`src/rtl/fi_pkg.sv`:
```
package fi_pkg;
  typedef enum logic [2:0] {
    ST_IDLE = 3'd0,
    ST_WAIT = 3'd1,
    ST_INJ  = 3'd2,
    ST_NEXT = 3'd3,
    ST_FIN  = 3'd4
  } fi_state_e;
endpackage

```
`src/rtl/fi_cycle_timer.sv`:
```
module fi_cycle_timer #(
  parameter int TIME_W = 16
) (
  input  logic              clk,
  input  logic              rst,
  input  logic              load,
  input  logic              clr,
  input  logic              inc,
  input  logic [TIME_W-1:0] tgt_i,
  input  logic [TIME_W-1:0] hold_len_i,
  output logic              hit_o,
  output logic              hold_done_o
);
  logic [TIME_W-1:0] tgt_q;
  logic [TIME_W-1:0] cnt_q;

  always_ff @(posedge clk) begin
    if (rst) begin
      tgt_q <= '0;
      cnt_q <= '0;
    end else begin
      if (load) tgt_q <= tgt_i;
      if (load || clr) cnt_q <= '0;
      else if (inc) cnt_q <= cnt_q + 1'b1;
    end
  end

  assign hit_o       = (cnt_q == tgt_q);
  assign hold_done_o = (cnt_q == hold_len_i - 1'b1);
endmodule

```
`src/rtl/fi_sel_shifter.sv`:
```
module fi_sel_shifter #(
  parameter int EN_W = 16
) (
  input  logic            clk,
  input  logic            rst,
  input  logic            load,
  input  logic            shift,
  input  logic [EN_W-1:0] sel_i,
  output logic [EN_W-1:0] sel_o,
  output logic            init_zero_o,
  output logic            next_zero_o
);
  logic [EN_W-1:0] sel_q;
  logic [EN_W-1:0] shifted;

  assign shifted = {sel_q[EN_W-2:0], 1'b0};

  always_ff @(posedge clk) begin
    if (rst) sel_q <= '0;
    else if (load) sel_q <= sel_i;
    else if (shift) sel_q <= shifted;
  end

  assign sel_o       = sel_q;
  assign init_zero_o = (sel_i == '0);
  assign next_zero_o = (shifted == '0);
endmodule

```
`src/rtl/fi_stage_fsm.sv`:
```
module fi_stage_fsm
  import fi_pkg::*;
(
  input  logic      clk,
  input  logic      rst,
  input  logic      go_i,
  input  logic      init_zero_i,
  input  logic      hit_i,
  input  logic      hold_done_i,
  input  logic      next_zero_i,
  output fi_state_e state_o,
  output logic      load_o,
  output logic      clr_o,
  output logic      inc_o,
  output logic      shift_o,
  output logic      fire_o,
  output logic      drop_o,
  output logic      fin_enter_o
);
  fi_state_e st_q, st_d;

  always_ff @(posedge clk) begin
    if (rst) st_q <= ST_IDLE;
    else     st_q <= st_d;
  end

  always_comb begin
    st_d    = st_q;
    load_o  = 1'b0;
    clr_o   = 1'b0;
    inc_o   = 1'b0;
    shift_o = 1'b0;
    fire_o  = 1'b0;
    drop_o  = 1'b0;
    unique case (st_q)
      ST_IDLE: if (go_i) begin
        load_o = 1'b1;
        st_d   = init_zero_i ? ST_FIN : ST_WAIT;
      end
      ST_WAIT: if (hit_i) begin
        fire_o = 1'b1;
        clr_o  = 1'b1;
        st_d   = ST_INJ;
      end else begin
        inc_o = 1'b1;
      end
      ST_INJ: if (hold_done_i) begin
        drop_o = 1'b1;
        st_d   = ST_NEXT;
      end else begin
        inc_o = 1'b1;
      end
      ST_NEXT: begin
        shift_o = 1'b1;
        clr_o   = 1'b1;
        st_d    = next_zero_i ? ST_FIN : ST_WAIT;
      end
      ST_FIN:  st_d = ST_IDLE;
      default: st_d = ST_IDLE;
    endcase
  end

  assign state_o     = st_q;
  assign fin_enter_o = (st_d == ST_FIN) && (st_q != ST_FIN);
endmodule

```
`src/rtl/fi_ctrl_stage.sv`:
```
module fi_ctrl_stage
  import fi_pkg::*;
#(
  parameter int EN_W     = 16,
  parameter int ID_W     = 8,
  parameter int TIME_W   = 16,
  parameter int SA_HOLD  = 4,
  parameter int STAGE_ID = 3
) (
  input  logic              clk,
  input  logic              rst,
  input  logic              start_i,
  input  logic [ID_W-1:0]   fault_id_i,
  input  logic [TIME_W-1:0] inj_cycle_i,
  input  logic              fault_kind_i,
  input  logic [EN_W-1:0]   sel_init_i,
  input  logic              adv_i,
  output logic              adv_o,
  output logic [EN_W-1:0]   fu_en_o
);
  localparam logic [ID_W-1:0]   MY_ID   = ID_W'(STAGE_ID);
  localparam logic [TIME_W-1:0] SA_LEN  = TIME_W'(SA_HOLD);
  localparam logic [TIME_W-1:0] SEU_LEN = TIME_W'(1);

  fi_state_e       state_q;
  logic            go, load, clr, inc, shift, fire, drop, fin_enter;
  logic            hit, hold_done, init_zero, next_zero;
  logic            kind_q;
  logic [EN_W-1:0] sel_q;
  logic [TIME_W-1:0] hold_len;

  assign go       = (start_i && (fault_id_i == MY_ID)) || adv_i;
  assign hold_len = kind_q ? SEU_LEN : SA_LEN;

  always_ff @(posedge clk) begin
    if (rst) kind_q <= 1'b0;
    else if (load) kind_q <= fault_kind_i;
  end

  fi_stage_fsm u_fsm (
    .clk(clk), .rst(rst), .go_i(go), .init_zero_i(init_zero),
    .hit_i(hit), .hold_done_i(hold_done), .next_zero_i(next_zero),
    .state_o(state_q), .load_o(load), .clr_o(clr), .inc_o(inc),
    .shift_o(shift), .fire_o(fire), .drop_o(drop), .fin_enter_o(fin_enter)
  );

  fi_cycle_timer #(.TIME_W(TIME_W)) u_timer (
    .clk(clk), .rst(rst), .load(load), .clr(clr), .inc(inc),
    .tgt_i(inj_cycle_i), .hold_len_i(hold_len),
    .hit_o(hit), .hold_done_o(hold_done)
  );

  fi_sel_shifter #(.EN_W(EN_W)) u_sel (
    .clk(clk), .rst(rst), .load(load), .shift(shift), .sel_i(sel_init_i),
    .sel_o(sel_q), .init_zero_o(init_zero), .next_zero_o(next_zero)
  );

  always_ff @(posedge clk) begin
    if (rst) begin
      fu_en_o <= '0;
      adv_o   <= 1'b0;
    end else begin
      if (fire)      fu_en_o <= sel_q;
      else if (drop) fu_en_o <= '0;
      adv_o <= fin_enter;
    end
  end
endmodule

```
`config.mk`:
```
export PLATFORM = sky130hd
export DESIGN_NAME = fi_ctrl_stage
export DESIGN_NICKNAME = d
export VERILOG_FILES = /design/src/rtl/fi_pkg.sv /design/src/rtl/fi_cycle_timer.sv /design/src/rtl/fi_sel_shifter.sv /design/src/rtl/fi_stage_fsm.sv /design/src/rtl/fi_ctrl_stage.sv
export SDC_FILE = /design/constraint.sdc
export NUM_CORES = 1
export LEC_CHECK = 0
export ABC_AREA = 1
export BUFFER_PORTS_ARGS = -buffer_cell sky130_fd_sc_hd__buf_2
export CORE_ASPECT_RATIO = 0.75
export CORE_UTILIZATION = 25
export CTS_CLUSTER_SIZE = 10
export DETAILED_ROUTE_END_ITERATION = 7
export MAX_ROUTING_LAYER = met4
export PLACE_DENSITY_LB_ADDON = 0.2
export SYNTH_ARGS = -nofsm -noshare
export SYNTH_HDL_FRONTEND = slang
export SYNTH_HIERARCHICAL = 1
export SYNTH_SLANG_ARGS = --single-unit
export TNS_END_PERCENT = 100
```
`constraint.sdc`:
```
create_clock -name clk -period 7.8 [get_ports clk]
set_input_delay 0.39 -clock clk [delete_from_list [all_inputs] [get_ports clk]]
set_output_delay 0.39 -clock clk [all_outputs]
set_load 0.01 [all_outputs]
```
; Word-level counts from Yosys, hierarchy flattened
; Index checks and enable logic that the tools add are counted.
[word_totals]
register_bits = 69
out_inout_bits = 17
wordCells = 49
[classes]
n_addsub = 2
eq_ne = 8
muxes = 22
reduce_logical = 10
[op_table]
columns = cell, n
row1 = 2-to-1 mux 16 bit, 4
row2 = equality test 16 bit, 2
row3 = zero test 16 bit, 2
row4 = 2-to-1 mux 3 bit, 6
row5 = "adder 16 x 1 -> 16 bit, second input constant", 1
row6 = one-hot mux 3 bit (4 select lines), 1
row7 = 2-to-1 mux 1 bit, 9
row8 = "equality test 8 x 2 -> 1 bit, second input constant", 1
row9 = "equality test 3 x 2 -> 1 bit, second input constant", 2
row10 = one-hot mux 1 bit (2 select lines), 2
row11 = nonzero test 2 bit, 2
row12 = "subtractor 3 x 1 -> 4 bit, second input constant", 1
row13 = "equality test 3 x 1 -> 1 bit, second input constant", 1
row14 = "equality test 3 bit, second input constant", 1
row15 = zero test 3 bit, 1
row16 = "!= test 3 bit, second input constant", 1
row17 = logical AND 1 bit, 2
row18 = logical OR 1 bit, 2
row19 = OR reduction 2 bit, 1

; Depth between registers and ports, before layout
; Gate-level depths: netlist of run 1.
[logic_depth]
depth_word = 7
depth_mapped = 22
mapped_depth_nobuf = 22

; By module
; The synthesis of run 1 kept the hierarchy.
[by_module_without_submodules]
columns = mod, instances, cells_each, area_each_um2, seq_area_each_um2
row1 = fi_cycle_timer, 1, 331, 2130.8, 640.6
row2 = fi_sel_shifter, 1, 129, 883.3, 320.3
row3 = fi_ctrl_stage, 1, 90, 694.4, 360.3
row4 = fi_stage_fsm, 1, 35, 196.4, 60.1

; Worst setup path before layout of run 1
; OpenSTA, ideal clock, no wires.
[synth_timing]
path_type = register -> register
from = reg kind_q
to = reg u_timer.cnt_q[13]
arrival_ns = 2.550
t_required_ns = 7.677
path_slack_ns = 5.127
stages_incl_launch_ff = 21
synth_period_minus_slack_ns = 2.673
path_cell_list = dfxtp_1 -> inv_1 -> ha_1 -> nand2_1 -> nor2_1 -> nand2_1 -> nand2_1 -> nand2_1 -> nand2_1 -> inv_1 -> nand3_1 -> nor3_1 -> o21ai_0 -> inv_1 -> nor3_2 -> nand2_2 -> nor2_2 -> nand2_2 -> nor2_2 -> nand2_1 -> nor3b_2
[synth_between]
elab_chain_len = 5
[synth_lines]
columns = item, line
row1 = start: declaration, fi_ctrl_stage.sv:28  ; logic kind_q;
row2 = start signal: assignment, fi_ctrl_stage.sv:37  ; else if (load) kind_q <= fault_kind_i;
row3 = 2-to-1 mux 3 bit, fi_ctrl_stage.sv:33  ; assign hold_len = kind_q ? SEU_LEN : SA_LEN;
row4 = subtractor 3 x 1 -> 4 bit, fi_cycle_timer.sv:29  ; assign hold_done_o = (cnt_q == hold_len_i - 1'b1);
row5 = equality test 16 bit, fi_cycle_timer.sv:29
row6 = via hold_done, fi_ctrl_stage.sv:27  ; logic hit, hold_done, init_zero, next_zero;
row7 = 2-to-1 mux 1 bit, fi_stage_fsm.sv:47  ; ST_INJ: if (hold_done_i) begin
row8 = one-hot mux 1 bit (2 select lines), fi_stage_fsm.sv:35  ; unique case (st_q)
row9 = via inc, fi_ctrl_stage.sv:26  ; logic go, load, clr, inc, shift, fire, drop, fin_enter;
row10 = end signal: assignment, fi_cycle_timer.sv:24  ; else if (inc) cnt_q <= cnt_q + 1'b1;
row11 = end: declaration, fi_cycle_timer.sv:15  ; logic [TIME_W-1:0] cnt_q;
; The timed path passes the listed nets, and every way through them passes these cells.
; A chain may end at the register's enable or synchronous reset.

; Worst setup path in the final report of run 1
; Ends and elaborated chain as after synthesis.

==> metrics.cfg, run 1 <==
[routing]
drt_wl_total_um = 9920
ant_nets = 0
drt-wirelength-per-cell_um = 11.1
drtIter0Drc = 219
drc_errors = 0
dr.pass1.iters = 4
viasPerCell = 4.14
vias = 3701

[run_status]
status = completed

[sta]
timing.final.crit_share = 0.397
fin_worst_skew_ns = 0.00551
worst_slack_ns = 4.70
slew_headroom = 0.397
worst_pin_slew_ns = 0.903
hold_viol_final = 0
period_needed_ns = 3.10
rsz0062_at_grt = false
tns_ns = 0
fmax_ghz = 0.323
fin_hold_ws_ns = 0.298
setup-violations-final = 0
slew_viol_final = 0

[synthesis]
yosysWarnings = 6
syn_area_mm2 = 0.00390
synth_top_area_cell = dfxtp_1
synth_edf_count = 0
synthArstFlopShare = 0
ys_ff_latch = 69
synth.area.top_cells = dfxtp_1 35%, nand2_1 15%, a21oi_1 7.6%, nor2_1 7.2%, inv_1 5.6%
yosysTopAreaCellShare = 0.354
netlist-cell-type-count = 42
syn_inst = 585
ys.flop_type = dfxtp_1
avgSynthCellArea_um2 = 6.68
yosysSeqAreaShare = 0.354

[die]
die_w_um = 146
rows = 39
ios = 62
dieHeight_um = 110
die_area_mm2 = 0.0161
core-area_mm2 = 0.0152
start_util = 0.256

[clocking]
cts_buffers = 9
cts_setup_buffers = 0
root_buffer = clkbuf_16
clockBufferDepth = 2
cts_max_level = 3
clk_latency_ns = 0.33
clkTransAtPathRegs_ns = 0.06
cts_tree = built
ctsResizeCount = 0
cts_hold_buf = 0
cts_sinks = 69

[final_layout]
final_common_cell = nand2_1
regArea_mm2 = 0.00138
drive_gt1_frac = 0.174
nets = 732
diodes = 0
fillers = 1705
final_cell_mix = 152 x nand2_1, 75 x nor2_1, 69 x dfxtp_1
multi_input_area_mm2 = 0.00232
area_growth_pct = 24.1

[min_path]
holdCritPathClass = primary input to flop

[global_routing]
track_usage = 0.133
grt_max_degree = 55
grt_remaining_overflow = 0
antenna_found_initial = 0
grt_pass1_wl_um = 16300
grt_pass1_vias = 3255

[placement]
io_buffers = 61
place_hpwl_um = 7720
gp_congestion = 0.828
place_ws_ns = 4.69

[setup_path]
crit_type = flop to flop
arrival_ns = 3.31
crit_path_max_fanout = 6
cp-start-kind = flop
worstPathRequired_ns = 8.01
end_kind = flop

[power_and_ir_drop]
p_per_area_mw_per_mm2 = 197
report.power.total_uw = 953
power_leakage_nw = 2.19
ir_drop_mv = 0.0867

[job]
cap_violations = 0

[cells in the mapped netlist, types with 2 or more instances]
cell and count:
nand2_1 152, nor2_1 75, dfxtp_1 69, a21oi_1 59, inv_1 58, nor3_1 24
nand3_1 18, xor2_1 16, o21ai_1 11, buf_2 9, nor2_2 9, o21ai_0 9
xnor2_1 9, nand2_2 7, nand4_1 7, o21ai_2 5, inv_2 4, nor3_2 4
or2_2 4, clkbuf_1 3, nand3b_1 3, nor2_4 3, nor4_1 3, buf_6 2
buf_8 2, clkinv_1 2, ha_1 2, nand3_2 2
[flip-flops by register name, summed over array words and instances (netlist names)]
signal / count
fu_en_o: 16
u_sel/sel_o: 16
u_timer/cnt_q: 16
u_timer/tgt_q: 16
u_fsm/state_o: 3
adv_o: 1
kind_q: 1
[critical path, cell delays in order, from the launching register on]
cell	delay, ns
dfxtp_1	0.33
inv_1	0.09
ha_1	0.22
nand2_1	0.12
nor2_1	0.24
nand2_1	0.09
nand2_1	0.06
nand2_1	0.05
nand2_1	0.07
inv_1	0.04
nand3_1	0.07
nor3_1	0.07
o21ai_0	0.45
inv_1	0.20
nor3_2	0.27
nand2_2	0.10
nor2_2	0.12
nand2_2	0.08
nor2_2	0.11
nand2_1	0.05
nor3b_2	0.15
[metrics by stage]
| stage | cells | area [µm²] | util |
|---|---|---|---|
| floorplan | 631 | 4080 | - |
| global placement | 879 | 4520 | 0.297 |
| detailed placement | 879 | 4520 | 0.297 |
| CTS | 895 | 4850 | 0.318 |
| global route | 895 | 4850 | 0.318 |
| finish | 895 | 4850 | 0.318 |
[routing by layer]
metal	share of wire	global-route usage	up-vias
met5	0	-	-
li1	-	-	2017
met1	0.57	0.200	1604
met3	0.039	0.0251	6
met2	0.38	0.168	74
met4	0.0084	0.0536	0
[report_power, final]
group,internal [mW],switching (mW)
Clock,0.288,0.152
Combinational,0.0456,0.0782
Sequential,0.371,0.0184
[layout make-up]
class                           instances  share of cell area
Multi-Input combinational cell        478               0.480
Timing Repair Buffer                   62              0.0645
Clock inverter                          6              0.0178
Sequential cell                        69               0.285
Tap cell                              205              0.0529
Clock buffer                           10              0.0493
Inverter                               65              0.0509
[path summary, 6_finish.rpt]
check	start	end	slack, ns	cells past startpoint
setup / recovery	kind_q	u_timer/cnt_q[13]	4.70	20
hold / removal	fault_kind_i	kind_q	0.30	3
setup reg to reg	kind_q	u_timer/cnt_q[13]	4.70	20
hold reg to reg	fu_en_o[14]	fu_en_o[14]	0.46	2
[cell families after synthesis]
logic type / Yosys count / synth area share
AOI/OAI and AO/OA: 88 / 0.120
and+or+nand+nor: 315 / 0.361
buffers and inverters: 84 / 0.0952
adders and majority gates: 2 / 0.00641
xor gates and xnor gates: 26 / 0.0622
other: 1 / 0.000960
DFF: 69 / 0.354
Note: power is estimated with default switching activity, not from simulation.
==> run 2: changes to the inputs <==
- clock period: 7.8 -> 2.75 ns (I/O delays scaled with it)
==> run 2 against run 1 <==
Effect of this change: sequential power rose to 2.8 times the previous value; hold slack got worse by 0.25 ns; power rose to 2.9 times the previous value; clock-buffer cell count fell by 1; critical path type unchanged; critical endpoint unchanged.
==> metrics.cfg, run 2 (synthesized netlist as in run 1, its figures left out) <==
[setup_path]
rr_worst_depth = 20  ; unchanged
r2r_slack_ns = 0.30  ; -4.40 ns
arrival_ns = 2.67  ; -0.64 ns
path_buf_inv = 4  ; +1
cp-start-kind = flop
crit_type = flop to flop
reg2reg_to = u_timer/cnt_q[13]
cp_slowest_cell = dfxtp_1
crit_path_max_fanout = 4  ; -2
critPathTopFamily = simple AND/OR/NAND/NOR gates
max_stage_delay_ns = 0.37  ; -0.08 ns
crit_chain = inv_2 > ha_4 > buf_4 > inv_1 > nand2_1 > a21oi_1 > nor2_1 > nand3_1 > nor2_1 > nand3_1 > nor3_2 > o21ai_2 > inv_1 > nor3_2 > nand2_2 > nor2_2 > nand2_2 > nor2_2 > nand2_1 > nor3b_2
worstPathRequired_ns = 2.97  ; -5.04 ns
end_kind = flop
r2r-start = kind_q

[global_routing]
grt_remaining_overflow = 0  ; unchanged
antenna_found_initial = 0  ; unchanged
grt_max_degree = 54  ; -1.8%
grt_pass1_vias = 3422  ; +5.1%
track_usage = 0.143  ; +0.0102
grt_pass1_wl_um = 17300  ; +6.4%

[routing]
drt_wl_total_um = 10500  ; +5.4%
dr.pass1.iters = 5  ; +1
vias = 3858  ; +4.2%
drt-wirelength-per-cell_um = 11.4  ; +2.9%
viasPerCell = 4.21  ; +1.7%
ant_nets = 0  ; unchanged
drtIter0Drc = 264  ; +21%
drc_errors = 0  ; unchanged

[die]
start_util = 0.256  ; unchanged
dieHeight_um = 110  ; unchanged
rows = 39  ; unchanged
core-area_mm2 = 0.0152  ; unchanged
ios = 62  ; unchanged
die_area_mm2 = 0.0161  ; unchanged
die_w_um = 146  ; unchanged

[sta]
setup-violations-final = 0  ; unchanged
slew_viol_final = 0  ; unchanged
fmax_ghz = 0.409  ; +27%
rsz0062_at_grt = false
fin_hold_ws_ns = 0.0440  ; -0.255 ns
worst_pin_slew_ns = 0.570  ; -0.333 ns
hold_viol_final = 0  ; unchanged
fin_worst_skew_ns = 0.00767  ; +0.00217 ns
timing.final.crit_share = 0.890  ; +0.493
period_needed_ns = 2.45  ; -0.649 ns
slew_headroom = 0.620  ; +0.223

[final_layout]
diodes = 0  ; unchanged
stdcell_count = 917  ; +2.5%
final_cell_mix = 150 x nand2_1, 69 x nor2_1, 69 x dfxtp_1
area_growth_pct = 30.1
final_util = 0.334  ; +0.0153
nets = 754  ; +3.0%
final_common_cell = nand2_1
fillers = 1676  ; -1.7%
drive_gt1_frac = 0.218  ; +0.0438

[clocking]
cts_hold_buf = 0  ; unchanged
cts_sinks = 69  ; unchanged
clk_latency_ns = 0.34  ; about the same
clkTransAtPathRegs_ns = 0.06  ; about the same
cts_buffers = 9  ; unchanged
root_buffer = clkbuf_16
cts_tree = built
clockBufferDepth = 2  ; unchanged
cts_max_level = 3  ; unchanged

[power_and_ir_drop]
switching_share = 0.275  ; +0.0144
combPwrFrac = 0.139  ; +0.009
power_leakage_nw = 2.31  ; +5.7%
p_sw_uw = 758  ; +210%
clock_power_share = 0.460  ; about the same
ir_drop_mv = 0.260  ; +200%
seq_power_share = 0.401  ; -0.008
p_per_area_mw_per_mm2 = 543  ; +180%
intPower_mw = 2.00  ; +180%

[placement]
io_buffers = 61  ; unchanged
place_hpwl_um = 8140  ; +5.4%
gp_congestion = 0.848  ; +2.4%
dp_cells = 900  ; +2.4%

[job]
cap_violations = 0  ; unchanged

[run_status]
status = completed

[min_path]
worst_hold_path.num_cells = 3  ; unchanged
whs_endpoint = u_timer/tgt_q[10]
holdCritPathClass = primary input to flop
hold_start = inj_cycle_i[10]

==> run 2: cell type report <==
class | instances | area (µm²) | share of cell area
clock buffer | 9 | 225 | 0.0443
clock inverter | 7 | 98.8 | 0.0195
inverter | 65 | 246 | 0.0485
multi-input combinational | 478 | 2390 | 0.471
sequential | 69 | 1380 | 0.272
tap | 205 | 256 | 0.0505
timing repair buffer | 84 | 478 | 0.0941
==> run 2: worst min-delay path, stage by stage <==
cell and delay [ns]:
buf_2 0.09, nand2_1 0.05, a21oi_1 0.05
==> run 2: repair_timing <==
item / in CTS / in global routing
setup buffers: 0 / 1
endpoints found under the hold margin: 0 / 0
pin swaps: 1 / 7
setup endpoints to repair: 6 / 12
gates resized for setup: 2 / 18
==> run 2: per-layer routing <==
metal	vias to the layer above	track usage	share of wire
met5	-	-	0
met4	0	0.0513	0.014
met3	10	0.0284	0.039
met2	76	0.179	0.38
met1	1706	0.217	0.57
li1	2066	-	-
==> run 2: power by group through the flow <==
stage	clock network, mW	registers (mW)	logic [mW]
6_report	1.27	1.10	0.385
5_1_grt	1.35	1.11	0.443
4_1_cts	1.30	1.10	0.376
3_5_place_dp	0	1.13	0.373
3_3_place_gp	0	1.13	0.370
2_1_floorplan	0	1.11	0.274
==> run 2: worst max path at each step <==
stage	from	end	cells after the start
floorplan	kind_q	u_timer/cnt_q[13]	20
global placement	kind_q	u_timer/cnt_q[13]	20
detailed placement	kind_q	u_timer/cnt_q[13]	20
CTS	kind_q	u_timer/cnt_q[12]	19
global route	kind_q	u_timer/cnt_q[13]	20
finish	kind_q	u_timer/cnt_q[13]	20
==> run 2: metrics by stage <==
stage          setup slack [ns]  power (mW)  cell area (µm²)  TNS (ns)
3_3_place_gp            -0.0101        1.50             4680   -0.0101
3_5_place_dp             -0.141        1.50             4680    -0.265
5_1_grt                 0.00397        2.90             5080         0
6_report                  0.302        2.76             5080         0
2_1_floorplan            0.0768        1.39             4080         0
4_1_cts                  0.0756        2.78             5010         0
